===== src/rtl/uart_evt_pkg.sv =====
package uart_evt_pkg;
    localparam logic [2:0] IX_DATA = 3'd0;
    localparam logic [2:0] IX_DIV  = 3'd1;
    localparam logic [2:0] IX_STAT = 3'd2;
    localparam logic [2:0] IX_CTRL = 3'd3;
    localparam logic [2:0] IX_DBG  = 3'd4;

    localparam int ST_THRE = 0;
    localparam int ST_RXEV = 1;
    localparam int ST_TXEV = 2;
    localparam int CT_RXIE = 0;
    localparam int CT_TXIE = 1;

    typedef enum logic [1:0] {
        SER_IDLE  = 2'd0,
        SER_START = 2'd1,
        SER_DATA  = 2'd2,
        SER_STOP  = 2'd3
    } ser_state_e;
endpackage


===== src/rtl/uart_evt_baud.sv =====
module uart_evt_baud #(
    parameter int CNT_W = 32
) (
    input  logic             clk,
    input  logic             rst_n,
    input  logic             load,
    input  logic [CNT_W-1:0] load_val,
    input  logic [CNT_W-1:0] period,
    output logic             tick
);
    logic [CNT_W-1:0] cnt_q;

    always_ff @(posedge clk) begin
        if (!rst_n)            cnt_q <= '0;
        else if (load)         cnt_q <= load_val;
        else if (cnt_q == '0)  cnt_q <= period;
        else                   cnt_q <= cnt_q - 1'b1;
    end

    assign tick = (cnt_q == '0) && !load;
endmodule


===== src/rtl/uart_evt_tx.sv =====
module uart_evt_tx
    import uart_evt_pkg::*;
#(
    parameter int CNT_W      = 32,
    parameter int FRAME_BITS = 8
) (
    input  logic                  clk,
    input  logic                  rst_n,
    input  logic                  start,
    input  logic [FRAME_BITS-1:0] din,
    input  logic [CNT_W-1:0]      div,
    output logic                  busy,
    output logic                  txd
);
    localparam int BC_W = $clog2(FRAME_BITS);

    ser_state_e            state_q, state_d;
    logic [FRAME_BITS-1:0] shreg_q;
    logic [BC_W-1:0]       bitcnt_q;
    logic                  tick;

    uart_evt_baud #(.CNT_W(CNT_W)) u_baud (
        .clk(clk), .rst_n(rst_n), .load(start),
        .load_val(div), .period(div), .tick(tick)
    );

    always_ff @(posedge clk) begin
        if (!rst_n) state_q <= SER_IDLE;
        else        state_q <= state_d;
    end

    always_comb begin
        state_d = state_q;
        unique case (state_q)
            SER_IDLE:  if (start) state_d = SER_START;
            SER_START: if (tick)  state_d = SER_DATA;
            SER_DATA:  if (tick && bitcnt_q == BC_W'(FRAME_BITS-1)) state_d = SER_STOP;
            SER_STOP:  if (tick)  state_d = SER_IDLE;
        endcase
    end

    always_ff @(posedge clk) begin
        if (!rst_n) begin
            shreg_q  <= '0;
            bitcnt_q <= '0;
        end else if (state_q == SER_IDLE && start) begin
            shreg_q  <= din;
            bitcnt_q <= '0;
        end else if (state_q == SER_DATA && tick) begin
            shreg_q  <= shreg_q >> 1;
            bitcnt_q <= bitcnt_q + 1'b1;
        end
    end

    always_comb begin
        unique case (state_q)
            SER_IDLE:  txd = 1'b1;
            SER_START: txd = 1'b0;
            SER_DATA:  txd = shreg_q[0];
            SER_STOP:  txd = 1'b1;
        endcase
    end

    assign busy = (state_q != SER_IDLE);
endmodule


===== src/rtl/uart_evt_rx.sv =====
module uart_evt_rx
    import uart_evt_pkg::*;
#(
    parameter int CNT_W      = 32,
    parameter int FRAME_BITS = 8
) (
    input  logic                  clk,
    input  logic                  rst_n,
    input  logic                  rxd_raw,
    input  logic                  ready,
    input  logic [CNT_W-1:0]      div,
    output logic                  done,
    output logic [FRAME_BITS-1:0] dout
);
    localparam int BC_W = $clog2(FRAME_BITS);

    ser_state_e            state_q, state_d;
    logic                  sync1_q, sync2_q;
    logic [FRAME_BITS-1:0] shreg_q;
    logic [BC_W-1:0]       bitcnt_q;
    logic                  tick, load;

    always_ff @(posedge clk) begin
        if (!rst_n) begin
            sync1_q <= 1'b1;
            sync2_q <= 1'b1;
        end else begin
            sync1_q <= rxd_raw;
            sync2_q <= sync1_q;
        end
    end

    assign load = (state_q == SER_IDLE) && !sync2_q && ready;

    uart_evt_baud #(.CNT_W(CNT_W)) u_baud (
        .clk(clk), .rst_n(rst_n), .load(load),
        .load_val(div >> 1), .period(div), .tick(tick)
    );

    always_ff @(posedge clk) begin
        if (!rst_n) state_q <= SER_IDLE;
        else        state_q <= state_d;
    end

    always_comb begin
        state_d = state_q;
        unique case (state_q)
            SER_IDLE:  if (load) state_d = SER_START;
            SER_START: if (tick) state_d = sync2_q ? SER_IDLE : SER_DATA;
            SER_DATA:  if (tick && bitcnt_q == BC_W'(FRAME_BITS-1)) state_d = SER_STOP;
            SER_STOP:  if (tick) state_d = SER_IDLE;
        endcase
    end

    always_ff @(posedge clk) begin
        if (!rst_n) begin
            shreg_q  <= '0;
            bitcnt_q <= '0;
        end else if (load) begin
            bitcnt_q <= '0;
        end else if (state_q == SER_DATA && tick) begin
            shreg_q  <= {sync2_q, shreg_q[FRAME_BITS-1:1]};
            bitcnt_q <= bitcnt_q + 1'b1;
        end
    end

    always_comb begin
        done = 1'b0;
        unique case (state_q)
            SER_IDLE, SER_START, SER_DATA: done = 1'b0;
            SER_STOP: done = tick && sync2_q;
        endcase
    end

    assign dout = shreg_q;
endmodule


===== src/rtl/uart_evt_top.sv =====
module uart_evt_top
    import uart_evt_pkg::*;
#(
    parameter int DATA_W     = 32,
    parameter int ADDR_W     = 5,
    parameter int FRAME_BITS = 8
) (
    input  logic              clk,
    input  logic              rst_n,
    input  logic              bus_sel,
    input  logic              bus_we,
    input  logic [ADDR_W-1:0] bus_addr,
    input  logic [DATA_W-1:0] bus_wdata,
    output logic [DATA_W-1:0] bus_rdata,
    output logic              irq_o,
    input  logic              ser_rx_i,
    output logic              ser_tx_o
);
    localparam int IX_W = ADDR_W - 2;

    logic [IX_W-1:0]       widx;
    logic                  wr, tx_start, tx_busy, rx_done;
    logic [FRAME_BITS-1:0] rx_dout, data_rx_q;
    logic                  rx_evt_q, tx_evt_q;
    logic [DATA_W-1:0]     div_q, ctrl_q, dbg_q;

    assign widx     = bus_addr[ADDR_W-1:2];
    assign wr       = bus_sel && bus_we;
    assign tx_start = wr && (widx == IX_DATA) && !tx_busy;

    uart_evt_tx #(.CNT_W(DATA_W), .FRAME_BITS(FRAME_BITS)) u_tx (
        .clk(clk), .rst_n(rst_n), .start(tx_start),
        .din(bus_wdata[FRAME_BITS-1:0]), .div(div_q),
        .busy(tx_busy), .txd(ser_tx_o)
    );

    uart_evt_rx #(.CNT_W(DATA_W), .FRAME_BITS(FRAME_BITS)) u_rx (
        .clk(clk), .rst_n(rst_n), .rxd_raw(ser_rx_i), .ready(!rx_evt_q),
        .div(div_q), .done(rx_done), .dout(rx_dout)
    );

    always_ff @(posedge clk) begin
        if (!rst_n) begin
            div_q     <= '0;
            ctrl_q    <= '0;
            dbg_q     <= '0;
            data_rx_q <= '0;
            rx_evt_q  <= 1'b0;
            tx_evt_q  <= 1'b0;
        end else begin
            if (wr && widx == IX_DIV)  div_q  <= bus_wdata;
            if (wr && widx == IX_CTRL) ctrl_q <= bus_wdata;
            if (wr && widx == IX_DBG)  dbg_q  <= bus_wdata;
            if (tx_start)
                tx_evt_q <= 1'b1;
            else if (wr && widx == IX_STAT && bus_wdata[ST_TXEV])
                tx_evt_q <= 1'b0;
            if (rx_done) begin
                rx_evt_q  <= 1'b1;
                data_rx_q <= rx_dout;
            end else if (wr && widx == IX_STAT && bus_wdata[ST_RXEV]) begin
                rx_evt_q <= 1'b0;
            end
        end
    end

    always_comb begin
        bus_rdata = '0;
        case (widx)
            IX_DATA: bus_rdata[FRAME_BITS-1:0] = data_rx_q;
            IX_DIV:  bus_rdata = div_q;
            IX_STAT: begin
                bus_rdata[ST_THRE] = !tx_busy;
                bus_rdata[ST_RXEV] = rx_evt_q;
                bus_rdata[ST_TXEV] = tx_evt_q;
            end
            IX_CTRL: bus_rdata = ctrl_q;
            IX_DBG:  bus_rdata = dbg_q;
            default: bus_rdata = '0;
        endcase
    end

    assign irq_o = (ctrl_q[CT_RXIE] && rx_evt_q) || (ctrl_q[CT_TXIE] && tx_evt_q);

    assert_aligned_R1: assert property (@(posedge clk) disable iff (!rst_n)
        bus_sel |-> (bus_addr[1:0] == 2'b00));
    assert_start_low_R3: assert property (@(posedge clk) disable iff (!rst_n)
        tx_start |=> !ser_tx_o);
    assert_drop_keeps_evt_R5: assert property (@(posedge clk) disable iff (!rst_n)
        (wr && widx == IX_DATA && tx_busy) |=> (tx_evt_q == $past(tx_evt_q)));
    assert_rx_sets_evt_R6: assert property (@(posedge clk) disable iff (!rst_n)
        rx_done |=> rx_evt_q);
    assert_holdoff_R7: assert property (@(posedge clk) disable iff (!rst_n)
        rx_done |-> !rx_evt_q);
    assert_w1c_tx_R8: assert property (@(posedge clk) disable iff (!rst_n)
        (wr && widx == IX_STAT && bus_wdata[ST_TXEV]) |=> !tx_evt_q);
    assert_w1c_rx_R8: assert property (@(posedge clk) disable iff (!rst_n)
        (wr && widx == IX_STAT && bus_wdata[ST_RXEV] && !rx_done) |=> !rx_evt_q);
    assert_irq_source_R9: assert property (@(posedge clk) disable iff (!rst_n)
        irq_o |-> (rx_evt_q || tx_evt_q));
endmodule


===== config.mk =====
export PLATFORM = sky130hd
export DESIGN_NAME = uart_evt_top
export DESIGN_NICKNAME = d
export VERILOG_FILES = /design/src/rtl/uart_evt_pkg.sv /design/src/rtl/uart_evt_baud.sv /design/src/rtl/uart_evt_tx.sv /design/src/rtl/uart_evt_rx.sv /design/src/rtl/uart_evt_top.sv
export SDC_FILE = /design/constraint.sdc
export NUM_CORES = 1
export LEC_CHECK = 0
export ABC_AREA = 1
export BUFFER_PORTS_ARGS = -buffer_cell sky130_fd_sc_hd__buf_2
export CAP_MARGIN = 20
export CORE_MARGIN = 1.5
export CORE_UTILIZATION = 30
export DETAILED_ROUTE_END_ITERATION = 8
export REMOVE_ABC_BUFFERS = 1
export SYNTH_ARGS = -nofsm -noshare
export SYNTH_HDL_FRONTEND = slang
export SYNTH_SLANG_ARGS = --single-unit

===== constraint.sdc =====
create_clock -name clk -period 2.4 [get_ports clk]
set_input_delay 0.12 -clock clk [delete_from_list [all_inputs] [get_ports clk]]
set_output_delay 0.12 -clock clk [all_outputs]
set_load 0.02 [all_outputs]

==> After elaboration in Yosys (flattened, before gate mapping) <==
Cells that the tools add are included.
W data, S select, Z words.
{ "totals": {"n_memories": 0, "mem_bits_rw": 0, "out_inout_bits": 34, "mem_bits_ro": 0, "elab_cells": 112, "latchBits": 0, "reg_bits": 198, "input_bits": 42} }
{ "op_classes": {"div": 0, "addsub": 4, "n_shift": 0, "n_eq_ne": 20, "reduce_logical": 43, "order_cmp": 0, "n_mux": 26, "n_mul": 0, "bitwise_logic": 2} }
{ "ops": {"columns": ["op", "count"], "rows": [
  ["$mux W32", 3],
  ["$pmux W24 S3", 1],
  ["$logic_not A32 Y1", 2],
  ["$sub A32 B1 Y32 const B", 2],
  ["$mux W31", 1],
  ["$logic_and A1 B1 Y1", 21],
  ["$pmux W5 S4", 1],
  ["$mux W2", 9],
  ["$mux W8", 2],
  ["$pmux W2 S4", 2],
  ["$pmux W3 S5", 1],
  ["$ne A2 B1 Y1 const B", 7],
  ["$eq A3 B3 Y1 const B", 3],
  ["$eq A2 B2 Y1 const B", 4],
  ["$reduce_and A4 Y1", 2],
  ["$reduce_bool A2 Y1", 4],
  ["$add A3 B1 Y3 const B", 2],
  ["$eq A3 B2 Y1 const B", 2],
  ["$reduce_or A2 Y1", 3],
  ["$logic_not A1 Y1", 5],
  ["$eq A2 B1 Y1 const B", 2],
  ["$logic_not A2 Y1", 2],
  ["$mux W1", 4],
  ["$eq A3 B1 Y1 const B", 1],
  ["8 further kinds", 9]
]} }

==> Longest topological paths before layout <==
{ "depth": {"ltp_word": 8, "ltp_mapped": 13, "mapped_depth_nobuf": 13} }

==> By module <==
From an unflattened synthesis, not the netlist that was laid out.
{ "hier_totals": {"cells_unflattened": 1625, "area_unflattened_um2": 10633.9} }
{ "by_module_without_submodules": {"columns": ["mod", "area_per_inst_um2", "n_inst", "seq_area_each_um2", "cells_each"], "rows": [
  ["uart_evt_baud", 2404.8, 2, 640.6, 395],
  ["uart_evt_top", 4460.5, 1, 2122.0, 644],
  ["uart_evt_tx", 755.7, 1, 260.2, 110],
  ["uart_evt_rx", 608.1, 1, 300.3, 81]
]} }

==> Worst setup path before layout <==
Ideal clock, no wire load.
{ "synth_timing": {"path_type": "reg2reg", "from": "register u_rx.u_baud.cnt_q[0]", "to": "register u_rx.u_baud.cnt_q[30]", "required_time_ns": 2.288, "slack_ns": 0.800, "arrival_time_ns": 1.488, "setup_time_ns": 0.112, "n_path_buf": 0, "stages_incl_launch_ff": 13, "period_less_slack_ns": 1.600, "path_cell_list": "dfxtp_1 > inv_1 > ha_1 > nand2_1 > inv_1 > nand2_1 > nor2_2 > nand2_1 > nor2_1 > xor2_1 > nand2_1 > nand2_1 > nand2_1"} }
{ "synth_via": {"elab_chain_len": 3, "word_cells_on_any_way": 4, "classes_between": "add/sub: 1; mux: 2; reduce/logical: 1"} }
{ "synth_rtl": {"columns": ["element", "line", "source"], "rows": [
  ["from (decl)", "uart_evt_baud.sv:11", "logic [CNT_W-1:0] cnt_q;"],
  ["from (signal assigned)", "uart_evt_baud.sv:15", "else if (load) cnt_q <= load_val;"],
  ["from (signal assigned)", "uart_evt_baud.sv:16", "else if (cnt_q == '0) cnt_q <= period;"],
  ["from (signal assigned)", "uart_evt_baud.sv:17", "else cnt_q <= cnt_q - 1'b1;"],
  ["$sub A32 B1 Y32 / $logic_not A32 Y1 (equally long branches)", "uart_evt_baud.sv:17, uart_evt_baud.sv:16", null],
  ["$mux W32 *", "uart_evt_baud.sv:16", null],
  ["$mux W31 *", "uart_evt_baud.sv:15", null]
]} }
Mark *: on every way between the ends. The rest lies on a longest branch, timed or not.
A chain may end at the register's enable or synchronous reset.

==> Final worst setup path <==
{ "layout_timing": {"from": "register u_tx.state_q[1]", "to": "register u_tx.u_baud.cnt_q[7]"} }
{ "layout_via": {"elab_chain_len": 4} }
{ "layout_rtl": {"columns": ["element", "line", "source"], "rows": [
  ["from (decl)", "uart_evt_tx.sv:17", "ser_state_e state_q, state_d;"],
  ["from (signal assigned)", "uart_evt_tx.sv:29", "else state_q <= state_d;"],
  ["$reduce_bool A2 Y1", "uart_evt_tx.sv:64", "assign busy = (state_q != SER_IDLE);"],
  ["$logic_not A1 Y1", "uart_evt_top.sv:29", "assign tx_start = wr && (widx == IX_DATA) && !tx_busy;"],
  ["$logic_and A1 B1 Y1", "uart_evt_top.sv:29", null],
  ["$mux W32", "uart_evt_baud.sv:15", null],
  ["to (signal assigned)", "uart_evt_baud.sv:15", null],
  ["to (signal assigned)", "uart_evt_baud.sv:16", null],
  ["to (signal assigned)", "uart_evt_baud.sv:17", null],
  ["to (decl)", "uart_evt_baud.sv:11", null]
]} }
Every way passes these cells.

==> summary by stage <==
Pwr
Summed over all nets, the switching power comes to 5.09 mW. The share of total power dissipated in sequential elements is 0.348. The internal power is 7.10 mW. Of the total power, combinational logic draws 0.411. Across the VDD grid, the largest voltage drop is 0.517 mV. Of the total power, the share spent switching nets is 0.418.

The ratio of total power to cell area is 1070 nW/µm². The leakage power summed over all cells is 4.91 nW. Of the total power, the clock network draws 0.241.

Floorplanning
In this run the horizontal extent of the chip is 183 µm. The height of the die is 183 µm. Pin placement for this block handled 76 I/O pins. The die outline area is 33,500 µm². The cell row count is 65. The initial utilization of the core area, before any placement, comes to 0.307.

The core outline area is 31,700 µm².

Clock tree
At the later pin of the worst-skew pair, clock insertion delay measures 450 ps. The clock net in this run drives a total of 198 sinks. The total number of H-tree levels is 4.

The number of buffers inserted to repair setup after CTS is 0. The maximum clock insertion buffer count is 2. The clock buffer count from CTS is 17. The count of instances resized after the clock tree is built is 0. Clock tree synthesis selected as its root buffer the cell sky130_fd_sc_hd__clkbuf_16. TritonCTS built the clock tree. The CTS clock-pin slew for the worst setup and hold paths is 80 ps.

Final layout
The number of antenna diodes in the final layout is 0. The final-stage net count is 1,534. The area growth from synthesis to layout is 17.2%.

Measured on the finished design, the core utilization comes to 0.359. The filler cells instantiated in the layout total 3,395. The final standard cell count with taps included and fillers excluded is 1,895. In the final layout, the share of cells above drive strength 1 is 0.126.

STA
Derived from the worst setup path, the maximum achievable clock frequency is 488 MHz. At the pin with the least slew margin, the transition time is 947 ps. Across the routed clock network, the largest skew measured is 19.9 ps. Setup violations remaining at the end of the flow were counted as 0.

The number of failing hold endpoints at the final stage is 0. The post-layout minimum cycle time is 2050 ps. In the finished design, the share of the clock period the worst path needs comes to 0.853. The count of pins over their slew limit came to 0.

Setup repair after global routing left no endpoint under its margin. The max-slew headroom at the worst pin is 0.368.

Synthesis
The count of distinct cell types in the synthesized netlist is 48. The most frequently used flop master after synthesis is sky130_fd_sc_hd__dfxtp_1. The count of state elements after synthesis is 198. Counting flops with a built-in enable in the synthesized netlist gives 0. Ranked by instance count, the synthesized netlist is headed by 242 x sky130_fd_sc_hd__nand2_1, 231 x sky130_fd_sc_hd__nor2_1, 198 x sky130_fd_sc_hd__dfxtp_1. In the synthesized netlist, the number of instances is 1,401.

After synthesis, the share of flip-flops with an asynchronous set or reset is 0. The Yosys warning count is 0. For this run, the register share of the synthesized area comes to 0.408. The largest total area in the synthesized netlist belongs to sky130_fd_sc_hd__dfxtp_1.

By area the synthesized netlist is led by sky130_fd_sc_hd__dfxtp_1 41%, sky130_fd_sc_hd__nand2_1 9.3%, sky130_fd_sc_hd__nor2_1 8.9%, sky130_fd_sc_hd__o21ai_0 7.4%, sky130_fd_sc_hd__a21oi_1 6.8%. sky130_fd_sc_hd__nand2_1 is the most common cell in the netlist. The synthesized cell area is 9730 µm². The average size of a mapped cell is 6.94 µm². Of the post-synthesis cell area, the dominant cell type holds 0.408.

Route
Using the TritonRoute via totals, the vias-per-cell ratio works out to 4.93. The count of vias placed by the detailed router is 9,346. After the first detailed-routing iteration, the DRC count stood at 666.

The number of nets with antenna violations after routing is 0. The wire length after detailed routing is 28,600 µm. The DRC violation count after routing is 0. The first-pass detailed-route iteration total is 5.

The routed length per instance is 15.1 µm.

Global routing
The pin count of the biggest net entering global routing is 150. The number of global-route vias before repair was 8,746. The first global-routing pass estimated 46,300 µm of wire. Across every metal layer, demand over resource in global routing totals 0.175.

The total grt overflow is 0. The number of antenna violations at the first check in global routing is 0.

Placement
At the end of routability-driven placement, the weighted congestion stood at 0.874. Including well taps, the total number of placed cells is 1,832. After legalization and detailed placement, the total HPWL measured 20,200 µm. Buffers placed on the I/O ports in this run total 73.

Setup path
The largest fanout of any net on the critical path is 37. STA classifies the critical path startpoint as a register. The setup path with the least slack is of type reg2reg. The critical path endpoint category is a register. The required time of the worst setup path is 2730 ps. The arrival time at the worst endpoint is 2380 ps.

Status
The run finished with clean final reports.

Min path
The classification of the worst-slack hold path is in2reg.

Job
The count of max-cap constraint violations is 0.
## what timing repair did
| action | in CTS | in global routing |
|---|---|---|
| hold buffers | 31 | 0 |
| endpoints found under the setup margin | 0 | 0 |
| endpoints found under the hold margin | 73 | 0 |
## cell families after synthesis
group,share of synthesized area
adder cells (fa/ha/maj),0.0154
flip-flops,0.408
XOR/XNOR,0.0306
AND/OR/NAND/NOR,0.252
AO/OA/AOI/OAI,0.208
buffers and inverters,0.0874
## critical path: stages, from the launching register on
cell	delay (ps)
sky130_fd_sc_hd__dfxtp_1	390
sky130_fd_sc_hd__inv_1	80
sky130_fd_sc_hd__ha_1	260
sky130_fd_sc_hd__nand3_2	120
sky130_fd_sc_hd__inv_2	110
sky130_fd_sc_hd__nor2_8	460
sky130_fd_sc_hd__inv_4	200
sky130_fd_sc_hd__o21ai_0	220
sky130_fd_sc_hd__a21oi_1	70
## cell usage in the layout (no fill, tap or decap), drive strengths merged, types with 2 or more instances in the layout
master       count
a211oi           5
a21oi          133
a221oi           2
a22oi            2
a31oi            4
buf             90
clkbuf          18
clkinv           4
clkinvlp         2
dfxtp          198
dlygate4sd3     31
ha              12
inv            161
nand2          246
nand3           51
nand3b           2
nand4           12
nor2           248
nor3            10
o2111ai          4
o211ai          10
o21ai          176
o221ai          20
o22ai            5
o31ai            2
or2              5
xnor2           17
xor2            17
## layer usage
metal	vias up	global-route usage	share of wire
met1	4309	0.249	0.50
li1	4753	-	-
met3	29	0.0274	0.051
met5	-	0	0
met2	255	0.270	0.44
met4	0	0.0505	0.015
## per-stage QoR
step,setup TNS (ps),cell area [µm²],power [mW],setup WS [ps],hold WS [ps]
final,0,11400,12.2,353,38.5
after global routing,0,11400,13.2,131,47.0
after CTS,0,11400,12.2,354,19.6
after detailed placement,0,10500,9.18,384,313
after global placement,0,10500,9.14,428,319
after floorplan,-9580,9460,8.05,-380,227
## power groups by stage
stage	combinational [mW]	clock [mW]	sequential [mW]
2_1_floorplan	3.86	0	4.19
3_3_place_gp	4.85	0	4.29
3_5_place_dp	4.89	0	4.29
4_1_cts	4.97	2.99	4.23
5_1_grt	5.73	3.13	4.30
6_report	5.01	2.94	4.24
## cell type report
| type | instances | area, µm² | share of cell area |
|---|---|---|---|
| inverters | 154 | 581 | 0.0509 |
| clock buffers | 18 | 439 | 0.0385 |
| multi-input cells | 988 | 4920 | 0.432 |
| repair buffers | 121 | 831 | 0.0729 |
| flip-flops and latches | 198 | 3960 | 0.348 |
| clock inverters | 14 | 158 | 0.0138 |
| well taps | 402 | 503 | 0.0441 |
## sequential cells by signal, indices dropped and copies added, names as in the netlist, named ones only
signal             count
dbg_q                 32
u_rx.bitcnt_q          3
div_q                 32
u_tx.bitcnt_q          3
u_tx.state_q           2
u_rx.dout              8
data_rx_q              8
u_rx.sync2_q           1
ctrl_q                32
u_tx.shreg_q           8
u_rx.u_baud.cnt_q     32
rx_evt_q               1
u_rx.sync1_q           1
u_tx.u_baud.cnt_q     32
tx_evt_q               1
u_rx.state_q           1
## path summary, 6_finish.rpt
path	startpoint	end	slack (ps)	cells after the start
worst max-delay path	u_tx.state_q[1]$_SDFFE_PN0P_	u_tx.u_baud.cnt_q[7]$_SDFF_PN0_	350	8
worst min-delay path	bus_wdata[5]	ctrl_q[5]$_SDFFE_PN0P_	40	3
worst max register to register	u_tx.state_q[1]$_SDFFE_PN0P_	u_tx.u_baud.cnt_q[7]$_SDFF_PN0_	350	8
worst min register to register	u_rx.sync1_q$_SDFF_PN1_	u_rx.sync2_q$_SDFF_PN1_	420	1
No activity file was read; power rests on OpenSTA's default activity.
